**config.mk**
```make
export PLATFORM = sky130hd
export DESIGN_NAME = wb_classic_master
export DESIGN_NICKNAME = d
export VERILOG_FILES = /design/src/rtl/wbm_pkg.sv /design/src/rtl/wbm_ctrl.sv /design/src/rtl/wbm_datapath.sv /design/src/rtl/wb_classic_master.sv
export SDC_FILE = /design/constraint.sdc
export NUM_CORES = 1
export LEC_CHECK = 0
export BUFFER_PORTS_ARGS = -buffer_cell sky130_fd_sc_hd__buf_2
export CAP_MARGIN = 0
export CORE_MARGIN = 2
export CORE_UTILIZATION = 40
export CTS_BUF_LIST = sky130_fd_sc_hd__clkbuf_2 sky130_fd_sc_hd__clkbuf_4 sky130_fd_sc_hd__clkbuf_8
export CTS_CLUSTER_DIAMETER = 50
export CTS_CLUSTER_SIZE = 20
export DETAILED_ROUTE_END_ITERATION = 10
export HOLD_SLACK_MARGIN = 0.05
export PLACE_DENSITY = 0.74
export SLEW_MARGIN = 20
export SYNTH_ARGS = -nofsm -noshare
export SYNTH_HDL_FRONTEND = slang
export SYNTH_SLANG_ARGS = --single-unit
```
**constraint.sdc**
```tcl
create_clock -name clk -period 5.94 [get_ports clk]
set_clock_uncertainty 0.15 [all_clocks]
set_input_delay 1.782 -clock clk [delete_from_list [all_inputs] [get_ports clk]]
set_output_delay 1.782 -clock clk [all_outputs]
set_load 0.005 [all_outputs]
```
**src/rtl/wbm_pkg.sv**
```systemverilog
package wbm_pkg;
  typedef enum logic [2:0] {
    ST_IDLE, ST_WRITE, ST_READ, ST_WR_RTY, ST_RD_RTY, ST_WR_STALL
  } engState_t;

  // strobes from control to datapath
  typedef struct packed {
    logic load;     // take the head descriptor
    logic advance;  // step to next beat address
    logic capture;  // latch failing address and datum
  } dpStrobe_t;
endpackage

```
**src/rtl/wbm_ctrl.sv**
```systemverilog
module wbm_ctrl
  import wbm_pkg::*;
#(
  parameter int SEL_W       = 4,
  parameter int TIMEOUT_CYC = 8
) (
  input  logic             clk,
  input  logic             rst,
  input  logic             adrEmpty,
  input  logic             adrRnw,
  input  logic             adrBurst,
  input  logic [SEL_W-1:0] adrSel,
  input  logic             wbAckI,
  input  logic             wbErrI,
  input  logic             wbRtyI,
  input  logic             stuAbort,
  input  logic             stuContinue,
  output logic             wbCycO,
  output logic             wbStbO,
  output logic             wbWeO,
  output logic             adrPop,
  output logic             wrPop,
  output logic             rdPush,
  output logic             rdErr,
  output logic             errStrobe,
  output dpStrobe_t        dp
);
  localparam int CNT_W = SEL_W + 1;
  localparam int TMO_W = $clog2(TIMEOUT_CYC + 1);

  engState_t        state, nextState;
  logic             draining, setDrain;
  logic [CNT_W-1:0] beatsLeft;
  logic [TMO_W-1:0] tmoCnt;
  logic             busActive, term, tmoHit, lastBeat;

  assign busActive = (state == ST_WRITE && !draining) || state == ST_READ;
  assign term      = wbAckI | wbErrI | wbRtyI;
  assign tmoHit    = busActive && !term && (tmoCnt == TMO_W'(TIMEOUT_CYC - 1));
  assign lastBeat  = (beatsLeft == CNT_W'(1));

  assign wbCycO = busActive;
  assign wbStbO = busActive;
  assign wbWeO  = (state == ST_WRITE) && !draining;

  always_comb begin
    nextState = state;
    dp        = '0;
    adrPop    = 1'b0;
    wrPop     = 1'b0;
    rdPush    = 1'b0;
    rdErr     = 1'b0;
    errStrobe = 1'b0;
    setDrain  = 1'b0;
    unique case (state)
      ST_IDLE: if (!adrEmpty) begin
        dp.load   = 1'b1;
        nextState = adrRnw ? ST_READ : ST_WRITE;
      end
      ST_WRITE: begin
        if (draining || wbAckI) begin
          wrPop      = 1'b1;
          dp.advance = 1'b1;
          if (lastBeat) begin
            adrPop    = 1'b1;
            nextState = ST_IDLE;
          end
        end else if (wbRtyI) begin
          nextState = ST_WR_RTY;
        end else if (wbErrI || tmoHit) begin
          errStrobe  = 1'b1;
          dp.capture = 1'b1;
          nextState  = ST_WR_STALL;
        end
      end
      ST_READ: begin
        if (wbAckI || (!wbRtyI && (wbErrI || tmoHit))) begin
          rdPush     = 1'b1;
          rdErr      = !wbAckI;
          dp.advance = 1'b1;
          if (lastBeat) begin
            adrPop    = 1'b1;
            nextState = ST_IDLE;
          end
        end else if (wbRtyI) begin
          nextState = ST_RD_RTY;
        end
      end
      ST_WR_RTY: nextState = ST_WRITE;
      ST_RD_RTY: nextState = ST_READ;
      ST_WR_STALL: begin
        if (stuAbort) begin
          setDrain  = 1'b1;
          nextState = ST_WRITE;
        end else if (stuContinue) begin
          nextState = ST_WRITE;
        end
      end
      default: nextState = ST_IDLE;
    endcase
  end

  always_ff @(posedge clk) begin
    if (rst) begin
      state     <= ST_IDLE;
      draining  <= 1'b0;
      beatsLeft <= '0;
      tmoCnt    <= '0;
    end else begin
      state <= nextState;
      if (setDrain)
        draining <= 1'b1;
      else if (draining && lastBeat && state == ST_WRITE)
        draining <= 1'b0;
      if (dp.load)
        beatsLeft <= adrBurst ? ({1'b0, adrSel} + CNT_W'(1)) : CNT_W'(1);
      else if (dp.advance)
        beatsLeft <= beatsLeft - CNT_W'(1);
      if (busActive && !term && !tmoHit)
        tmoCnt <= tmoCnt + TMO_W'(1);
      else
        tmoCnt <= '0;
    end
  end
endmodule

```
**src/rtl/wbm_datapath.sv**
```systemverilog
module wbm_datapath
  import wbm_pkg::*;
#(
  parameter int              ADDR_W     = 32,
  parameter int              DATA_W     = 32,
  parameter logic [ADDR_W-1:0] OFFSET   = '0,
  parameter bit              OFFSET_NEG = 1'b0
) (
  input  logic                  clk,
  input  logic                  rst,
  input  dpStrobe_t             dp,
  input  logic [ADDR_W-1:0]     adrAddr,
  input  logic [DATA_W/8-1:0]   adrSel,
  input  logic                  adrBurst,
  input  logic [DATA_W-1:0]     wrData,
  output logic [ADDR_W-1:0]     wbAdrO,
  output logic [DATA_W/8-1:0]   wbSelO,
  output logic [DATA_W-1:0]     wbDatO,
  output logic [ADDR_W-1:0]     errAddr,
  output logic [DATA_W-1:0]     errData
);
  localparam int SEL_W = DATA_W / 8;

  logic [ADDR_W-1:0] curAddr;
  logic [SEL_W-1:0]  curSel;
  logic              curBurst;

  always_ff @(posedge clk) begin
    if (rst) begin
      curAddr  <= '0;
      curSel   <= '0;
      curBurst <= 1'b0;
      errAddr  <= '0;
      errData  <= '0;
    end else begin
      if (dp.load) begin
        curAddr  <= adrAddr;
        curSel   <= adrSel;
        curBurst <= adrBurst;
      end else if (dp.advance) begin
        curAddr <= curAddr + ADDR_W'(SEL_W);
      end
      if (dp.capture) begin
        errAddr <= curAddr;
        errData <= wrData;
      end
    end
  end

  generate
    if (OFFSET_NEG) begin : g_sub
      assign wbAdrO = curAddr - OFFSET;
    end else begin : g_add
      assign wbAdrO = curAddr + OFFSET;
    end
  endgenerate

  assign wbSelO = curBurst ? {SEL_W{1'b1}} : curSel;
  assign wbDatO = wrData;
endmodule

```
**src/rtl/wb_classic_master.sv**
```systemverilog
module wb_classic_master
  import wbm_pkg::*;
#(
  parameter int                ADDR_W      = 32,
  parameter int                DATA_W      = 32,
  parameter logic [ADDR_W-1:0] OFFSET      = 32'h0000_1000,
  parameter bit                OFFSET_NEG  = 1'b0,
  parameter int                TIMEOUT_CYC = 8
) (
  input  logic                clk,
  input  logic                rst,
  input  logic                adrEmpty,
  input  logic [ADDR_W-1:0]   adrAddr,
  input  logic [DATA_W/8-1:0] adrSel,
  input  logic                adrRnw,
  input  logic                adrBurst,
  output logic                adrPop,
  input  logic [DATA_W-1:0]   wrData,
  output logic                wrPop,
  output logic [DATA_W-1:0]   rdData,
  output logic                rdErr,
  output logic                rdPush,
  input  logic                stuAbort,
  input  logic                stuContinue,
  output logic                errStrobe,
  output logic [ADDR_W-1:0]   errAddr,
  output logic [DATA_W-1:0]   errData,
  output logic [ADDR_W-1:0]   wbAdrO,
  output logic [DATA_W/8-1:0] wbSelO,
  output logic [DATA_W-1:0]   wbDatO,
  output logic                wbWeO,
  output logic                wbCycO,
  output logic                wbStbO,
  input  logic [DATA_W-1:0]   wbDatI,
  input  logic                wbAckI,
  input  logic                wbErrI,
  input  logic                wbRtyI
);
  localparam int SEL_W = DATA_W / 8;

  dpStrobe_t dp;

  wbm_ctrl #(.SEL_W(SEL_W), .TIMEOUT_CYC(TIMEOUT_CYC)) ctrl_i (
    .clk(clk), .rst(rst), .adrEmpty(adrEmpty), .adrRnw(adrRnw),
    .adrBurst(adrBurst), .adrSel(adrSel), .wbAckI(wbAckI), .wbErrI(wbErrI),
    .wbRtyI(wbRtyI), .stuAbort(stuAbort), .stuContinue(stuContinue),
    .wbCycO(wbCycO), .wbStbO(wbStbO), .wbWeO(wbWeO), .adrPop(adrPop),
    .wrPop(wrPop), .rdPush(rdPush), .rdErr(rdErr), .errStrobe(errStrobe),
    .dp(dp)
  );

  wbm_datapath #(.ADDR_W(ADDR_W), .DATA_W(DATA_W), .OFFSET(OFFSET),
                 .OFFSET_NEG(OFFSET_NEG)) dpath_i (
    .clk(clk), .rst(rst), .dp(dp), .adrAddr(adrAddr), .adrSel(adrSel),
    .adrBurst(adrBurst), .wrData(wrData), .wbAdrO(wbAdrO), .wbSelO(wbSelO),
    .wbDatO(wbDatO), .errAddr(errAddr), .errData(errData)
  );

  assign rdData = wbDatI;
endmodule

```
---- Word level (Yosys, flattened, before mapping) ----
Index checks and enable logic that the tools add are counted.
cells by class
  reduce and logical (&&, ||, !) cells .... 21
  bitwise gates (word level) .............. 3
  add/sub/neg operators ................... 5
  multiplexer cells ....................... 38
  equal/unequal tests ..................... 11
operators by type and width
  cell                                                                   count
  32-bit 2-to-1 mux                                                      2
  32-bit by 13-bit adder with 32-bit output, second input constant       1
  32-bit by 3-bit adder with 32-bit output, second input constant        1
  3-bit 2-to-1 mux                                                       9
  1-bit 2-to-1 mux                                                       19
  3-bit one-hot mux with 6 select lines                                  1
  5-bit 2-to-1 mux                                                       3
  1-bit logical AND                                                      7
  3-bit by 2-bit equality test with 1-bit output, second input constant  2
  3-bit equality test, second input constant                             2
  3-bit inequality test, second input constant                           2
  4-bit by 1-bit adder with 5-bit output, second input constant          1
  5-bit by 1-bit equality test with 1-bit output, second input constant  1
  1-bit logical NOT                                                      5
  5-bit by 1-bit subtractor with 5-bit output, second input constant     1
  4-bit by 1-bit adder with 4-bit output, second input constant          1
  4-bit by 3-bit equality test with 1-bit output, second input constant  1
  1-bit logical OR                                                       4
  4-bit 2-to-1 mux                                                       1
  4-bit inequality test, second input constant                           1
  1-bit one-hot mux with 2 select lines                                  2
  4-bit AND reduction                                                    1
  2-bit nonzero test                                                     2
  3-bit by 1-bit equality test with 1-bit output, second input constant  1
  other kinds (6)                                                        7
storage, ports and cells
  input bits .............................. 110
  output and inout bits ................... 172
  register bits ........................... 114

---- Depth between registers and ports, before layout ----
Gate-level depths: netlist of the first run.
  depth in word-level cells ............... 12
  mapped depth ............................ 9
  depth with buffers taken out ............ 7

---- Hierarchy ----
A second synthesis of the first run with hierarchy kept.
second synthesis, totals
  cells, all modules ...................... 694
  area, all modules ....................... 6,113.4 sq um
by module, submodules not included
  module             seq. area each (sq um)  area each (sq um)  times used  cells each
  wbm_datapath       2,021.9                 4,897.2            1           536
  wbm_ctrl           260.2                   975.9              1           126
  wb_classic_master  0.0                     240.2              1           32

---- Least setup slack after synthesis of the first run ----
No wires, ideal clock.
  path type ............................... in2out
  start ................................... input port wbRtyI
  end ..................................... output port adrPop
  buffers on the path ..................... 2
  data required time ...................... 4,008 ps
  setup slack ............................. 1,332 ps
  stages on the path ...................... 6
  arrival ................................. 2,676 ps
  cells stage by stage .................... nand2b_1 > a21oi_1 > a211oi_2 > buf_6 > buf_2 > nor2b_1
between the ends
  word-level cells in the longest chain between the ends .. 9
  elaborated cells between the ends (all ways) .. 10
  those cells by class .................... mux: 2; bitwise: 1; reduce/logical: 7
RTL lines
  element                                  RTL line                 text
  start: declaration                       wb_classic_master.sv:37  input logic wbRtyI
  1-bit bitwise OR                         wbm_ctrl.sv:38           assign term = wbAckI | wbErrI | wbRtyI;
  1-bit logical NOT                        wbm_ctrl.sv:39           assign tmoHit = busActive && !term && (tmoCnt == TMO_W'(TIMEOUT_CYC - 1));
  1-bit logical AND (2 in a row)           wbm_ctrl.sv:39
  1-bit logical OR                         wbm_ctrl.sv:77           if (wbAckI || (!wbRtyI && (wbErrI || tmoHit))) begin
  1-bit logical AND *                      wbm_ctrl.sv:77
  1-bit logical OR *                       wbm_ctrl.sv:77
  1-bit 2-to-1 mux *                       wbm_ctrl.sv:77
  1-bit one-hot mux with 2 select lines *  wbm_ctrl.sv:55           unique case (state)
  end: declaration                         wb_classic_master.sv:17  output logic adrPop,
Every way passes the cells marked *; elsewhere a longest branch is shown, timed or not.

---- Worst setup path in the final report of the first run ----
  start ................................... input port wbAckI
  end ..................................... output port adrPop
between the ends
  word-level cells in the longest chain between the ends .. 10
  elaborated cells between the ends (all ways) .. 12
  those cells by class .................... mux: 3; bitwise: 2; reduce/logical: 7
RTL lines
  element                                  RTL line                 text
  start: declaration                       wb_classic_master.sv:35  input logic wbAckI,
  1-bit bitwise OR (2 in a row)            wbm_ctrl.sv:38
  1-bit logical NOT                        wbm_ctrl.sv:39
  1-bit logical AND (2 in a row)           wbm_ctrl.sv:39
  1-bit logical OR                         wbm_ctrl.sv:77
  1-bit logical AND                        wbm_ctrl.sv:77
  1-bit logical OR                         wbm_ctrl.sv:77
  1-bit 2-to-1 mux                         wbm_ctrl.sv:77
  1-bit one-hot mux with 2 select lines *  wbm_ctrl.sv:55
Marks and branches as above.

==> flow_metrics.py, run 1 <==
metrics = {
    "layout": {
        "fin_util_pct": 48.7,
        "stdcell_area_mm2": 0.00685,
        "layout_commonest_cell": "buf_2",
        "fin_nets": 971,
        "area_delta_synth_final_pct": 18.1,
        "antennaDiodeCount": 0,
        "final.fill_count": 1399,
        "most-common-layout-cells": "buf_2 (216), nand2_1 (159), dfxtp_1 (114)",
        "drive_gt1_share_pct": 31.7,
    },
    "die": {
        "initial_core_util_pct": 41.3,
        "fp.dieW_um": 124,
        "core_mm2": 0.0140,
        "die_area_mm2": 0.0155,
        "io_pins": 282,
        "rows": 43,
        "die_h_um": 124,
    },
    "setup_path": {
        "worstPathRequired_ns": 4.01,
        "path_depth": 5,
        "r2r-start": "ctrl_i.state[0]$_SDFFE_PP0P_",
        "end_kind": "output port",
        "start_kind": "input port",
        "crit_chain": "buf_2 > nor3_1 > a211oi_4 > nor2b_1 > buf_2",
        "worst_path_largest_cell_delay_ns": 0.33,
        "slowest_stage": "nor3_1",
        "cp_common_cell": "buf_2",
        "crit_type": "in2out",
        "worst-endpoint-arrival_ns": 2.63,
        "critical_path.startpoint": "wbAckI",
        "cp_top_family": "simple AND/OR/NAND/NOR gates",
        "path_buf_inv": 2,
        "crit_path_max_fanout": 6,
        "worst-r2r-cell-count": 7,
    },
    "global_route": {
        "grt_pass1_vias": 4944,
        "grt_use_total_pct": 20.0,
        "grt.overflow.total": 0,
        "grt_max_degree": 68,
        "antenna_found_initial": 0,
        "grt_pass1_wl_um": 25100,
    },
    "cts": {
        "postCtsSetupRepairBufs": 0,
        "clkLatencyLatePin_ns": 0.44,
        "cts_max_path_buffers": 2,
        "path_clk_slew_ns": 0.06,
        "htreeDepth": 4,
        "cts_tree": "built",
        "cts_sinks": 114,
        "root_buffer": "clkbuf_8",
        "holdBufCountCts": 0,
        "cts_made_buffers": 17,
        "ctsResizeCount": 0,
    },
    "placement": {
        "io_buffers": 217,
        "placed_area_mm2": 0.00640,
        "place_congestion": 0.863,
        "dpl.hpwl_um": 11000,
    },
    "routing": {
        "routed_wl_um": 15600,
        "topRoutingLayerUsed": "met4",
        "dr.pass1.iters": 4,
        "drt_iter0_drc": 301,
        "wl_met2_um": 7570,
        "drtAntennaViolNets": 0,
        "vias_per_cell": 5.05,
        "drcViolationCount": 0,
        "wirelength_met1_um": 6980,
        "vias": 5292,
        "wl_met3_um": 849,
        "post_drt_wl_per_cell_um": 14.9,
    },
    "yosys": {
        "synth-compound-area-share_pct": 14.9,
        "synthMuxAreaShare_pct": 0.173,
        "synth_top_family_by_area": "simple AND/OR/NAND/NOR gates",
        "avgSynthCellArea_um2": 7.90,
        "ys_seq_area_share_pct": 39.4,
        "syn_area_mm2": 0.00580,
        "ys.flop_type": "dfxtp_1",
        "ys_types": 55,
        "syn_nets": 850,
        "synth_xor_xnor_area_share_pct": 5.29,
        "synth_fa_ha_area_share_pct": 1.30,
        "syn-instance-count": 734,
        "ys_ff_latch": 114,
        "synthArstFlopShare_pct": 0,
        "synth_edf_count": 0,
        "ys_warn_count": 0,
        "synth_simple_gate_area_share_pct": 25.2,
    },
    "job": {
        "cap_viol_max_count": 0,
    },
    "sta": {
        "max-slew-margin-rel_pct": 51.9,
        "drv_slew": 0,
        "min_period_over_period_pct": 76.8,
        "hold_viol_final": 0,
        "fmax_mhz": 219,
        "setup_tns_ns": 0,
        "worst_pin_slew_ns": 0.721,
        "rsz0062_at_grt": "false",
        "min_period_ns": 4.56,
        "finalSetupViolCount": 0,
    },
    "power_and_ir_drop": {
        "p_leak_nw": 2.95,
        "powerDensity_mw_per_mm2": 293,
        "vdd_drop_max_uv": 162,
    },
    "hold_path": {
        "hold_depth": 2,
        "hp-class": "reg2reg",
        "hold_start": "dpath_i.errAddr[8]$_SDFFE_PP0P_",
    },
    "status": {
        "status": "complete, no violations",
    },
}
[worst reg2reg max path, cell delays in order (launching register included)]
cell      delay [ns]
dfxtp_1         0.66
nor4bb_1        0.40
nor3_1          0.13
a211oi_4        0.28
buf_4           0.38
nand4_1         0.34
or3_1           0.39
a311oi_1        0.27
[synthesized netlist by cell type (14+ instances only)]
cell type	instances	share of area, %
clkbuf_1	34	2.2
xnor2_1	18	2.7
a211oi_1	15	1.9
buf_4	78	10
nand2_1	159	10
nor2_1	51	3.3
or3_1	16	1.7
nand3_1	21	1.8
o21ai_0	19	1.6
a311oi_1	14	2.1
xor2_1	17	2.6
dfxtp_1	114	39
a21oi_1	82	7.1
[state kept, by name, summed over array words and instances, names as in the netlist]
name / flops
dpath_i.errAddr: 32
ctrl_i.beatsLeft: 5
dpath_i.curAddr: 32
dpath_i.curBurst: 1
ctrl_i.tmoCnt: 4
dpath_i.errData: 32
ctrl_i.draining: 1
ctrl_i.state: 3
dpath_i.curSel: 4
[cell families after synthesis]
group / after synthesis
simple gates: 304
compound gates: 145
buf+inv: 129
flops: 114
xor+xnor: 35
fa+ha+maj: 6
mux: 1
[stage by stage]
| stage | worst slack [ns] | hold slack, ns | power (mW) | std cells |
|---|---|---|---|---|
| floorplan | 1.33 | 0.268 | 1.13 | 734 |
| global placement | 1.41 | 0.285 | 1.22 | 1016 |
| detailed placement | 1.40 | 0.294 | 1.22 | 1016 |
| CTS | 1.38 | 0.303 | 2.03 | 1048 |
| global route | 1.31 | 0.319 | 2.11 | 1048 |
| finish | 1.38 | 0.300 | 2.01 | 1048 |
[layout make-up]
cell class	instances	area (um^2)	share of cell area, %
tap	180	225	3.29
sequential	114	2280	33.3
inverter	8	30.0	0.439
multi-input combinational	491	2730	39.9
timing repair buffer	223	1130	16.6
clock inverter	11	158	2.30
clock buffer	21	283	4.13
[power by group]
part | switching [mW] | total, mW | internal (mW)
Combinational | 0.178 | 0.325 | 0.146
Clock | 0.316 | 0.806 | 0.491
Sequential | 0.0654 | 0.878 | 0.813
Total | 0.560 | 2.01 | 1.45
[metal layers]
metal  up-vias  GRT usage [%]
met5         -              0
met4         0           7.60
met3        20           4.77
met2       188           33.5
met1      2421           25.0
li1       2663              -
[final timing paths]
path | slack, ns | end
setup / recovery | 1.38 | adrPop
hold / removal | 0.30 | dpath_i.errAddr[8]$_SDFFE_PP0P_
setup reg to reg | 2.86 | dpath_i.curAddr[24]$_SDFFE_PP0P_
hold reg to reg | 0.30 | dpath_i.errAddr[8]$_SDFFE_PP0P_
Power figures use the tool's default switching activity.
==> inputs of run 2 (changes only) <==
Clock period 5.94 ns to 4.6 ns, I/O delays scaled along.
==> run 2 against run 1 <==
  * Combinational power increased by 29%
  * Via count shrank 0.91%
  * Worst setup slack worse by 0.63 ns
  * Sequential power is 29% higher
  * Core utilization is 0.19 points higher
  * Total power grew 31%
  * Cell count is essentially flat
  * Critical endpoint is now wbAdrO[31]
  * Largest power group unchanged
  * Count of clock-buffer cells in the layout unchanged
  * Clock power grew 34%
==> flow_metrics.py, run 2 (synthesis gave the netlist of run 1 again) <==
metrics = {
    "routing": {
        "dr.pass1.iters": 5,
        "vias_per_cell": 5.00,
        "drcViolationCount": 0,
        "vias": 5244,
        "drt_iter0_drc": 266,
        "routed_wl_um": 15400,
        "post_drt_wl_per_cell_um": 14.7,
        "drtAntennaViolNets": 0,
    },
    "layout": {
        "stdcell_count": 1049,
        "multi_input_area_mm2": 0.00273,
        "final.fill_count": 1394,
        "layout_commonest_cell": "buf_2",
        "seqCellArea_mm2": 0.00228,
        "top_regs": "dpath_i.curAddr (32), dpath_i.errAddr (32), dpath_i.errData (32)",
        "area_delta_synth_final_pct": 18.5,
        "antennaDiodeCount": 0,
        "most-common-layout-cells": "buf_2 (216), nand2_1 (159), dfxtp_1 (114)",
        "stdcell_area_mm2": 0.00687,
        "fin_nets": 972,
        "drive_gt1_share_pct": 31.8,
    },
    "sta": {
        "min_period_ns": 3.85,
        "rsz0062_at_grt": "false",
        "min_period_over_period_pct": 83.7,
        "setup_tns_ns": 0,
        "fmax_mhz": 260,
        "worst_slack_ns": 0.750,
        "hold_viol_final": 0,
        "whs_ns": 0.296,
        "finalSetupViolCount": 0,
        "drv_slew": 0,
        "max-slew-margin-rel_pct": 28.7,
        "worst_pin_slew_ns": 1.07,
    },
    "setup_path": {
        "cp-endpoint": "wbAdrO[31]",
        "end_kind": "output port",
        "r2r-end": "dpath_i.curAddr[22]$_SDFFE_PP0P_",
        "worstPathRequired_ns": 3.07,
        "worst-endpoint-arrival_ns": 2.32,
        "r2r-start": "ctrl_i.state[0]$_SDFFE_PP0P_",
        "crit_type": "reg2out",
        "critical_path.startpoint": "dpath_i.curAddr[14]$_SDFFE_PP0P_",
        "crit_path_max_fanout": 5,
        "start_kind": "flop",
        "worst-r2r-cell-count": 7,
        "r2r_slack_ns": 1.54,
    },
    "cts": {
        "cts_sinks": 114,
        "cts_max_path_buffers": 2,
        "postCtsSetupRepairBufs": 0,
        "ctsResizeCount": 0,
        "clkLatencyLatePin_ns": 0.44,
        "cts_tree": "built",
        "cts_made_buffers": 17,
        "htreeDepth": 4,
        "holdBufCountCts": 0,
        "root_buffer": "clkbuf_8",
        "path_clk_slew_ns": 0.07,
    },
    "power_and_ir_drop": {
        "clkPwrFrac_pct": 41.0,
        "p_sw_share_pct": 27.1,
        "powerDensity_mw_per_mm2": 383,
        "comb_power_share_pct": 15.9,
        "power_frac_seq_pct": 43.0,
        "intPower_mw": 1.92,
        "p_sw_mw": 0.714,
        "p_leak_nw": 2.96,
        "vdd_drop_max_uv": 178,
    },
    "placement": {
        "dpl.hpwl_um": 11000,
        "dp.cells": 1017,
        "io_buffers": 217,
        "placed_area_mm2": 0.00641,
        "dp_slack_ns": 0.862,
        "place_congestion": 0.900,
    },
    "die": {
        "die_area_mm2": 0.0155,
        "initial_core_util_pct": 41.3,
        "io_pins": 282,
        "rows": 43,
        "fp.dieW_um": 124,
        "core_mm2": 0.0140,
        "die_h_um": 124,
    },
    "job": {
        "cap_viol_max_count": 0,
    },
    "global_route": {
        "antenna_found_initial": 0,
        "grt_pass1_wl_um": 25000,
        "grt.overflow.total": 0,
        "grt_max_degree": 76,
        "grt_pass1_vias": 4929,
        "grt_use_total_pct": 19.8,
    },
    "status": {
        "status": "complete, no violations",
    },
    "hold_path": {
        "hp-class": "reg2reg",
    },
}
run 2: layer usage:
layer	wire, um	track usage, %	share of wire (%)
met1	6950	25.3	45
met2	7390	32.3	48
met3	854	5.15	5.5
met4	248	7.40	1.6
met5	0	0	0
run 2: stage by stage:
| stage | utilization (%) | power [mW] |
|---|---|---|
| 2_1_floorplan | - | 1.46 |
| 3_3_place_gp | 45.7 | 1.57 |
| 3_5_place_dp | 45.7 | 1.57 |
| 4_1_cts | 48.9 | 2.66 |
| 5_1_grt | 48.9 | 2.77 |
| 6_report | 48.9 | 2.63 |
run 2: area by class of cell:
class / instances / area share [%]
Clock buffer: 21 / 4.02
Clock inverter: 11 / 2.66
Inverter: 8 / 0.437
Timing Repair Buffer: 224 / 16.6
Multi-Input combinational cell: 491 / 39.8
Tap cell: 180 / 3.28
Sequential cell: 114 / 33.2
run 2: worst min-delay path by stage:
stage / from / to / cells after the start
floorplan: ctrl_i.tmoCnt[0]$_SDFF_PP0_ / ctrl_i.tmoCnt[0]$_SDFF_PP0_ / 1
global placement: ctrl_i.tmoCnt[0]$_SDFF_PP0_ / ctrl_i.tmoCnt[0]$_SDFF_PP0_ / 1
detailed placement: ctrl_i.tmoCnt[0]$_SDFF_PP0_ / ctrl_i.tmoCnt[0]$_SDFF_PP0_ / 1
CTS: ctrl_i.tmoCnt[0]$_SDFF_PP0_ / ctrl_i.tmoCnt[0]$_SDFF_PP0_ / 1
global route: dpath_i.errAddr[15]$_SDFFE_PP0P_ / dpath_i.errAddr[15]$_SDFFE_PP0P_ / 2
finish: ctrl_i.tmoCnt[0]$_SDFF_PP0_ / ctrl_i.tmoCnt[0]$_SDFF_PP0_ / 1
run 2: power by group through the flow:
stage	sequential (mW)	clock, mW	combinational [mW]
5_1_grt	1.14	1.16	0.469
4_1_cts	1.13	1.11	0.423
2_1_floorplan	1.13	0	0.331
6_report	1.13	1.08	0.420
3_5_place_dp	1.15	0	0.420
3_3_place_gp	1.15	0	0.418
run 2: worst max-delay path, stage by stage, from the launching register on:
cell and delay, ns:
dfxtp_1 0.45, nand3_2 0.18, nor2_4 0.24, nand3_1 0.25
or3_1 0.48, xnor2_1 0.16, buf_2 0.13
==> inputs of run 3 (changes only) <==
Settings changed: ABC_AREA set to 1, PLACE_DENSITY 0.74 to 0.72.
Clock period 4.6 ns to 3.7 ns, I/O delays scaled along.
==> run 3 against run 2 <==
  * First-iteration DRC count increased by 76%
  * Die area up 10%
  * Area after synthesis rose by 11%
  * Largest cell class unchanged
  * Synthesized cell count rose by 30%
  * Sequential share of layout area decreased by 2.7 points
  * Core utilization fell by 1.4 points
  * Clock power is 7% higher
  * Global-route usage grew 2.0 points
==> flow_metrics.py, run 3 <==
metrics = {
    "cts": {
        "cts_tree": "built",
        "cts_made_buffers": 17,
        "holdBufCountCts": 0,
        "path_clk_slew_ns": 0.08,
        "cts_sinks": 114,
        "htreeDepth": 4,
        "root_buffer": "clkbuf_8",
        "clkLatencyLatePin_ns": 0.44,
        "postCtsSetupRepairBufs": 0,
        "ctsResizeCount": 0,
        "cts_max_path_buffers": 2,
    },
    "layout": {
        "final.fill_count": 1705,
        "top_regs": "dpath_i.curAddr (32), dpath_i.errAddr (32), dpath_i.errData (32)",
        "area_delta_synth_final_pct": 16.7,
        "most-common-layout-cells": "buf_2 (217), nand2_1 (172), nor2_1 (168)",
        "layout_commonest_cell": "buf_2",
        "seqCellArea_mm2": 0.00228,
        "multi_input_area_mm2": 0.00307,
        "fin_util_pct": 47.5,
        "drive_gt1_share_pct": 26.1,
        "fin_nets": 1195,
    },
    "setup_path": {
        "r2r-start": "ctrl_i.tmoCnt[0]$_SDFF_PP0_",
        "crit_type": "reg2out",
        "crit_path_max_fanout": 6,
        "worst_path_largest_cell_delay_ns": 0.42,
        "start_kind": "flop",
        "slowest_stage": "dfxtp_2",
        "worst-r2r-cell-count": 10,
        "worst-endpoint-arrival_ns": 2.25,
        "crit_chain": "ha_1 > nand3_2 > nor2_4 > nand2_1 > nor3_2 > xor2_1 > buf_2",
        "r2r_slack_ns": 1.29,
        "end_kind": "output port",
        "r2r-end": "dpath_i.errAddr[25]$_SDFFE_PP0P_",
        "worstPathRequired_ns": 2.44,
    },
    "placement": {
        "dp_slack_ns": 0.216,
        "io_buffers": 217,
        "dpl.hpwl_um": 14400,
        "place_congestion": 0.928,
    },
    "routing": {
        "routed_wl_um": 19400,
        "drcViolationCount": 0,
        "dr.pass1.iters": 5,
        "vias_per_cell": 5.01,
        "drtAntennaViolNets": 0,
        "post_drt_wl_per_cell_um": 14.8,
        "drt_iter0_drc": 468,
        "vias": 6555,
    },
    "die": {
        "die_h_um": 131,
        "die_area_mm2": 0.0171,
        "initial_core_util_pct": 40.7,
        "io_pins": 282,
        "core_mm2": 0.0158,
        "rows": 46,
        "fp.dieW_um": 131,
    },
    "yosys": {
        "synth.most_common_cell": "nand2_1",
        "synthArstFlopShare_pct": 0,
        "avgSynthCellArea_um2": 6.74,
        "ys_seq_area_share_pct": 35.6,
        "ys.flop_type": "dfxtp_1",
        "yosys-top-cells-area": "dfxtp_1 (36%), nand2_1 (10%), nor2_1 (9.9%)",
        "synth_xor_xnor_area_share_pct": 3.68,
        "yosysTopAreaCellShare_pct": 35.6,
        "synthMuxAreaShare_pct": 1.25,
        "synth_top_family_by_area": "simple AND/OR/NAND/NOR gates",
        "synth_edf_count": 0,
        "syn-instance-count": 953,
        "synth-compound-area-share_pct": 11.8,
        "synth_area_leader_cell": "dfxtp_1",
        "ys_types": 35,
        "ys_warn_count": 0,
        "syn_nets": 1069,
        "synth_fa_ha_area_share_pct": 1.17,
        "syn_area_mm2": 0.00642,
        "synth_top_cells_by_count": "nand2_1 (172), nor2_1 (169), dfxtp_1 (114)",
        "synth_simple_gate_area_share_pct": 29.9,
        "ys_ff_latch": 114,
    },
    "sta": {
        "min_period_ns": 3.51,
        "min_period_over_period_pct": 95.0,
        "fmax_mhz": 285,
        "max-slew-margin-rel_pct": 46.5,
        "drv_slew": 0,
        "whs_ns": 0.298,
        "setup_tns_ns": 0,
        "finalSetupViolCount": 0,
        "rsz0062_at_grt": "false",
        "worst_slack_ns": 0.185,
        "worst_pin_slew_ns": 0.802,
        "hold_viol_final": 0,
    },
    "power_and_ir_drop": {
        "p_leak_nw": 3.65,
        "powerDensity_mw_per_mm2": 573,
        "vdd_drop_max_uv": 292,
    },
    "hold_path": {
        "hold_start": "ctrl_i.tmoCnt[0]$_SDFF_PP0_",
        "hold_depth": 1,
        "hold_end": "ctrl_i.tmoCnt[0]$_SDFF_PP0_",
        "hp-class": "reg2reg",
    },
    "status": {
        "status": "complete, no violations",
    },
    "global_route": {
        "grt_max_degree": 90,
        "antenna_found_initial": 2,
        "grt_use_total_pct": 21.9,
        "grt_pass1_vias": 5642,
        "grt.overflow.total": 0,
        "grt_pass1_wl_um": 28700,
    },
    "job": {
        "cap_viol_max_count": 0,
    },
}
[run 3: cell count changes after synthesis, moves of 15 or more]
cell | before | now
nor2_1 | 51 | 169
o21ai_0 | 19 | 90
inv_1 | 8 | 73
a21oi_1 | 82 | 51
nand3_1 | 21 | 47
nand4_1 | 5 | 25
xnor2_1 | 18 | 1
or3_1 | 16 | 0
a211oi_1 | 15 | 0
[run 3: critical path: cells and delay by family, from the launching register on]
kind | cells | cell delay [ns]
flops | 1 | 0.42
simple gates | 4 | 0.80
fa+ha+maj | 1 | 0.24
xor+xnor | 1 | 0.20
buf+inv | 1 | 0.14
[run 3: worst max-delay path by stage]
stage | startpoint | to | slack, ns
final | dpath_i.curAddr[13]$_SDFFE_PP0P_ | wbAdrO[28] | 0.19
after detailed placement | wbRtyI | adrPop | 0.22
after global placement | wbRtyI | adrPop | 0.24
after floorplan | wbAckI | adrPop | 0.51
after global routing | dpath_i.curAddr[20]$_SDFFE_PP0P_ | wbAdrO[31] | 0.00009
after CTS | dpath_i.curAddr[13]$_SDFFE_PP0P_ | wbAdrO[28] | 0.14
[run 3: layer usage]
metal  up-vias  track usage [%]  share of wire, %
li1       3238                -                 -
met4         2             10.3               3.1
met3        47             6.51               9.7
met5         -                0             0.067
met1      2969             27.7                42
met2       299             34.2                45
[run 3: kinds of logic after synthesis]
group / count (synthesis)
multiplexers: 8
adder cells (fa/ha/maj): 6
flip-flops: 114
buffers and inverters: 198
XOR/XNOR: 27
AND/OR/NAND/NOR: 452
AO/OA/AOI/OAI: 148
[run 3: through the flow]
step                      area, um^2  total power [mW]  cells
after floorplan                 6420              2.69    953
after global placement          7100              3.11   1276
after detailed placement        7100              3.14   1276
after CTS                       7480              4.31   1307
after global routing            7490              4.60   1308
final                           7490              4.29   1308
[run 3: where the power goes]
group | internal, mW | leakage, nW | switching (mW)
Combinational | 0.571 | 2.54 | 0.933
Sequential | 1.41 | 0.928 | 0.218
Clock | 0.609 | 0.179 | 0.552
Total | 2.59 | 3.65 | 1.70
[run 3: layout make-up]
| class | instances | share of cell area (%) |
|---|---|---|
| clock buffers | 18 | 3.31 |
| diodes | 1 | 0.0334 |
| clock inverters | 13 | 1.84 |
| multi-input cells | 641 | 41.0 |
| repair buffers | 230 | 16.0 |
| inverters | 75 | 3.76 |
| flip-flops and latches | 114 | 30.5 |
| well taps | 216 | 3.61 |
